## src/rtl/rx_accept_filter.sv

```systemverilog
module rx_accept_filter #(
  parameter int MAX_LEN    = 1518,
  parameter int MIN_LEN    = 64,
  parameter int ADDR_BYTES = 6
) (
  input  logic        clk,
  input  logic        rst_n,
  input  logic        ctl_we,
  input  logic [15:0] ctl_wdata,
  input  logic [47:0] station_addr,
  input  logic        hash_pass,
  input  logic        rx_valid,
  input  logic        rx_sof,
  input  logic        rx_eof,
  input  logic [7:0]  rx_data,
  input  logic        crc_ok,
  output logic        buf_we,
  output logic        done,
  output logic        accept,
  output logic        cls_good,
  output logic        cls_crcerr,
  output logic        cls_runt,
  output logic        cls_long
);
  localparam int CW = $clog2(MAX_LEN + 3);
  localparam logic [CW-1:0] MAXL = CW'(MAX_LEN);
  localparam logic [CW-1:0] MINL = CW'(MIN_LEN);
  localparam logic [CW-1:0] SATL = CW'(MAX_LEN + 1);
  localparam logic [CW-1:0] DAL  = CW'(ADDR_BYTES);

  logic [15:0]   ctl_q;
  logic [CW-1:0] cnt_q, idx, len;
  logic          bc_q, ia_q, mc_q, bc_n, ia_n, mc_n;
  logic [7:0]    sa_byte;
  logic          first, in_da, eof_v;
  logic          is_runt, is_long, is_good, is_bad, mcast;
  logic          addr_ok, cls_ok;

  assign idx   = rx_sof ? '0 : cnt_q;
  assign len   = idx + CW'(1);
  assign first = (idx == '0);
  assign in_da = (idx < DAL);
  assign eof_v = rx_valid & rx_eof;

  always_comb begin
    sa_byte = 8'h00;
    for (int i = 0; i < ADDR_BYTES; i++)
      if (idx == CW'(i)) sa_byte = station_addr[8*(ADDR_BYTES-1-i) +: 8];
  end

  assign bc_n = in_da ? ((first | bc_q) & (rx_data == 8'hFF))    : bc_q;
  assign ia_n = in_da ? ((first | ia_q) & (rx_data == sa_byte))  : ia_q;
  assign mc_n = first ? rx_data[0] : mc_q;

  assign buf_we = rx_valid & (idx < MAXL);

  assign is_runt = len < MINL;
  assign is_long = len > MAXL;
  assign is_good = !is_runt & !is_long & crc_ok;
  assign is_bad  = !is_runt & !is_long & !crc_ok;
  assign mcast   = mc_n & !bc_n;

  assign addr_ok = ctl_q[7]
                 | (ctl_q[10] & ia_n)
                 | (ctl_q[11] & bc_n)
                 | (ctl_q[9]  & mcast & hash_pass)
                 | (ctl_q[6]  & !mc_n & hash_pass);

  assign cls_ok = (ctl_q[8]  & is_good)
                | (ctl_q[12] & is_bad)
                | (ctl_q[13] & is_runt)
                | (ctl_q[14] & is_long);

  always_ff @(posedge clk) begin
    if (!rst_n) begin
      ctl_q <= '0;
    end else if (ctl_we) begin
      ctl_q <= ctl_wdata;
    end
  end

  always_ff @(posedge clk) begin
    if (!rst_n) begin
      cnt_q <= '0;
      bc_q  <= 1'b0;
      ia_q  <= 1'b0;
      mc_q  <= 1'b0;
    end else if (rx_valid) begin
      cnt_q <= (idx >= SATL) ? SATL : len;
      bc_q  <= bc_n;
      ia_q  <= ia_n;
      mc_q  <= mc_n;
    end
  end

  always_ff @(posedge clk) begin
    if (!rst_n) begin
      done       <= 1'b0;
      accept     <= 1'b0;
      cls_good   <= 1'b0;
      cls_crcerr <= 1'b0;
      cls_runt   <= 1'b0;
      cls_long   <= 1'b0;
    end else begin
      done       <= eof_v;
      accept     <= eof_v & addr_ok & cls_ok;
      cls_good   <= eof_v & is_good;
      cls_crcerr <= eof_v & is_bad;
      cls_runt   <= eof_v & is_runt;
      cls_long   <= eof_v & is_long;
    end
  end
endmodule


```

## config.mk

```make
export PLATFORM = sky130hd
export DESIGN_NAME = rx_accept_filter
export DESIGN_NICKNAME = d
export VERILOG_FILES = /design/src/rtl/rx_accept_filter.sv
export SDC_FILE = /design/constraint.sdc
export NUM_CORES = 1
export LEC_CHECK = 0
export ABC_AREA = 1
export BUFFER_PORTS_ARGS = -buffer_cell sky130_fd_sc_hd__buf_2
export CORE_MARGIN = 2
export CORE_UTILIZATION = 45
export DETAILED_ROUTE_END_ITERATION = 7
export GPL_TIMING_DRIVEN = 1
export HOLD_SLACK_MARGIN = 0.05
export PLACE_DENSITY = 0.89
export SLEW_MARGIN = 40
export SYNTH_ARGS = -nofsm -noshare
export SYNTH_HDL_FRONTEND = slang
export SYNTH_SLANG_ARGS = --single-unit
```

## constraint.sdc

```tcl
create_clock -name clk -period 2.2 [get_ports clk]
set_clock_uncertainty 0.15 [all_clocks]
set_input_delay 0.44 -clock clk [delete_from_list [all_inputs] [get_ports clk]]
set_output_delay 0.44 -clock clk [all_outputs]
set_load 0.005 [all_outputs]
```

==> impl_metrics.yaml <==
placed_design:
  buffer_ports.inserted: 79
  place_area_um2: 3210
  gp_congestion: 0.899
  dp_cells: 574
  post-dp-hpwl_um: 5450
routing:
  drt_first_pass_iters: 5
  drtAntennaViolNets: 0
  drc: 0
  wl_um: 7700
  wl_per_cell_um: 13.0
  avgViaCountPerCell: 5.15
  vias: 3059
  drt_iter0_drc: 164
power_and_ir_drop:
  ir_drop_mv: 0.540
  p_per_area_nw_per_um2: 455
  p_leak_nw: 1.89
timing:
  fin_crit_sh: 1.10
  hold_viol_final: 0
  timing.final.ws_setup_ns: -0.211
  finalSetupViolations: 5
  worst_slew_pin_slew_ns: 0.427
  rsz0062_at_grt: "true"
  min_period_ns: 2.41
  fmax_mhz: 415
  relSlewSlack: 0.715
  drv_slew: 0
final_layout:
  multiInputGateArea_um2: 1690
  antennaDiodeCount: 0
  instances_no_fill: 594
  area_delta_synth_final_pct: 51.4
  seq_area_um2: 589
  drive_gt1_frac: 0.412
  fillers: 384
  nNetsFinal: 607
  finalInstanceArea_um2: 3620
synthesis:
  yosysWarningCount: 0
  ys.flop_type: "dfxtp_1"
  synth_common_cells: "nand2_1, inv_1, nor2_1"
  yosysTopAreaCellShare: 0.243
  synth_top_cells_by_area: "dfxtp_1, nand2_1, inv_1"
  syn_area_um2: 2390
  synthCells: 389
  ys_seq_elements: 29
  synth_top_area_cell: "dfxtp_1"
  yosysUniqueCellTypes: 37
  synth.most_common_cell: "nand2_1"
  syn-num-nets: 473
  ys_seq_area_frac: 0.243
  synth_edf_count: 0
  ys_async_sr_fraction: 0
  synth_area_per_cell_um2: 6.14
global_route:
  grt_pass1_vias: 2933
  grt_max_degree: 18
  overflow: 0
  grt_pass1_wl_um: 12200
  track_usage: 0.246
  antenna_found_initial: 0
status:
  outcome: "finished, violations left"
  failed_checks: "setup timing"
die:
  start_util: 0.468
  design.core.area_um2: 5110
  io_pins: 87
  dieArea_um2: 5910
  die_w_um: 76.9
  die_h_um: 76.9
  rows: 26
clock_network:
  clkTransAtPathRegs_ns: 0.07
  h-tree-depth: 2
  clk_latency_ns: 0.29
  cts_buffers: 5
  cts.sinks: 29
  cts_hold_buf: 0
  cts_tree: "yes"
  cts_root_buf: "clkbuf_8"
  cts_buffer_depth: 2
flow_run:
  max-cap-violations: 0
setup_path:
  path_class: "reg -> reg"
  critPathLaunchType: "flop"
  required_ns: 2.26
  end_kind: "flop"
  path_max_fanout: 4
  crit_arrival_ns: 2.47
min_path:
  holdCritPathClass: "in -> reg"
==> flip-flops by register name, indices dropped and copies added (netlist names) <==
name,count
cnt_q,11
ctl_q,9
accept,1
bc_q,1
cls_crcerr,1
cls_good,1
cls_long,1
cls_runt,1
done,1
ia_q,1
mc_q,1
==> final cells by class <==
type                    instances  area share
multi-input cells             280       0.468
repair buffers                134       0.235
flip-flops and latches         29       0.163
inverters                      73      0.0778
well taps                      70      0.0242
clock buffers                   7      0.0239
clock inverters                 1     0.00830
==> worst max-delay path: stages, from the launching register on <==
cell and delay, ns:
dfxtp_2 0.34, inv_2 0.04, nor2_4 0.15, inv_2 0.10, ha_4 0.18, buf_4 0.14, nand3_4 0.10, buf_4 0.12
o21ai_0 0.10, inv_1 0.10, nand3_1 0.14, nand2_1 0.09, nand2_1 0.05, nand2_1 0.05, nand2_1 0.05, nor2_1 0.10
nand2_1 0.07, nand2_2 0.08, nand2_1 0.07, a21oi_2 0.12
==> layout by cell type (no fill, tap or decap), drive strengths merged <==
cell / Yosys / routed
nor2: 41 / 41
nand4: 13 / 13
o32ai: 1 / 1
o221ai: 5 / 5
nand3: 39 / 39
bufinv: 0 / 1
nor3: 3 / 3
xnor2: 1 / 1
dfxtp: 29 / 29
nand2: 97 / 99
a21oi: 11 / 11
clkbuf: 4 / 7
o21a: 1 / 1
a2111oi: 1 / 1
nand3b: 6 / 6
nor3b: 1 / 1
o21ai: 36 / 36
o211ai: 3 / 3
inv: 73 / 73
or2: 9 / 9
ha: 4 / 4
and2: 1 / 1
buf: 5 / 134
xor2: 5 / 5
==> worst paths after layout <==
| check | cells after the start | endpoint | start | slack [ns] |
|---|---|---|---|---|
| hold / removal | 3 | ctl_q[12] | ctl_wdata[12] | 0.23 |
| setup / recovery | 19 | ia_q | cnt_q[1] | -0.21 |
| hold reg to reg | 2 | ctl_q[11] | ctl_q[11] | 0.32 |
| setup reg to reg | 19 | ia_q | cnt_q[1] | -0.21 |
==> logic make-up after synthesis <==
logic type	after synthesis	synth area share
AO/OA/AOI/OAI	58	0.143
XOR/XNOR	6	0.0220
adder cells (fa/ha/maj)	4	0.0209
buffers and inverters	82	0.140
flip-flops	29	0.243
AND/OR/NAND/NOR	210	0.431
==> where the power goes <==
| group | total, mW | leakage (nW) | internal [mW] | switching [mW] |
|---|---|---|---|---|
| combinational | 0.501 | 1.59 | 0.223 | 0.277 |
| clock | 0.572 | 0.0585 | 0.369 | 0.204 |
| sequential | 0.573 | 0.241 | 0.554 | 0.0190 |
==> stage by stage <==
stage                     hold slack [ns]  utilization  power, mW  setup WS, ns  setup TNS, ns
after floorplan                     0.279            -      0.835        0.0116              0
after global placement              0.294        0.629       1.01        -0.373          -3.96
after detailed placement            0.311        0.629       1.03        -0.492          -4.47
after CTS                           0.228        0.675       1.62        -0.129         -0.506
after global routing                0.260        0.708       1.73        -0.364          -1.39
final                               0.234        0.708       1.65        -0.211         -0.600
==> routing by layer <==
layer / share of wire / GRT usage / up-vias
li1: - / - / 1517
met1: 0.41 / 0.288 / 1348
met2: 0.48 / 0.457 / 167
met5: 0 / 0 / -
met4: 0.031 / 0.0618 / 0
met3: 0.081 / 0.0471 / 27
==> repair_timing <==
action,in CTS,in global routing
pin swaps,12,14
setup buffers,5,6
hold endpoints to repair,0,0
gates resized for setup,27,37
gates cloned,1,1
endpoints found under the setup margin,5,17
Note: power is estimated with default switching activity, not from simulation.
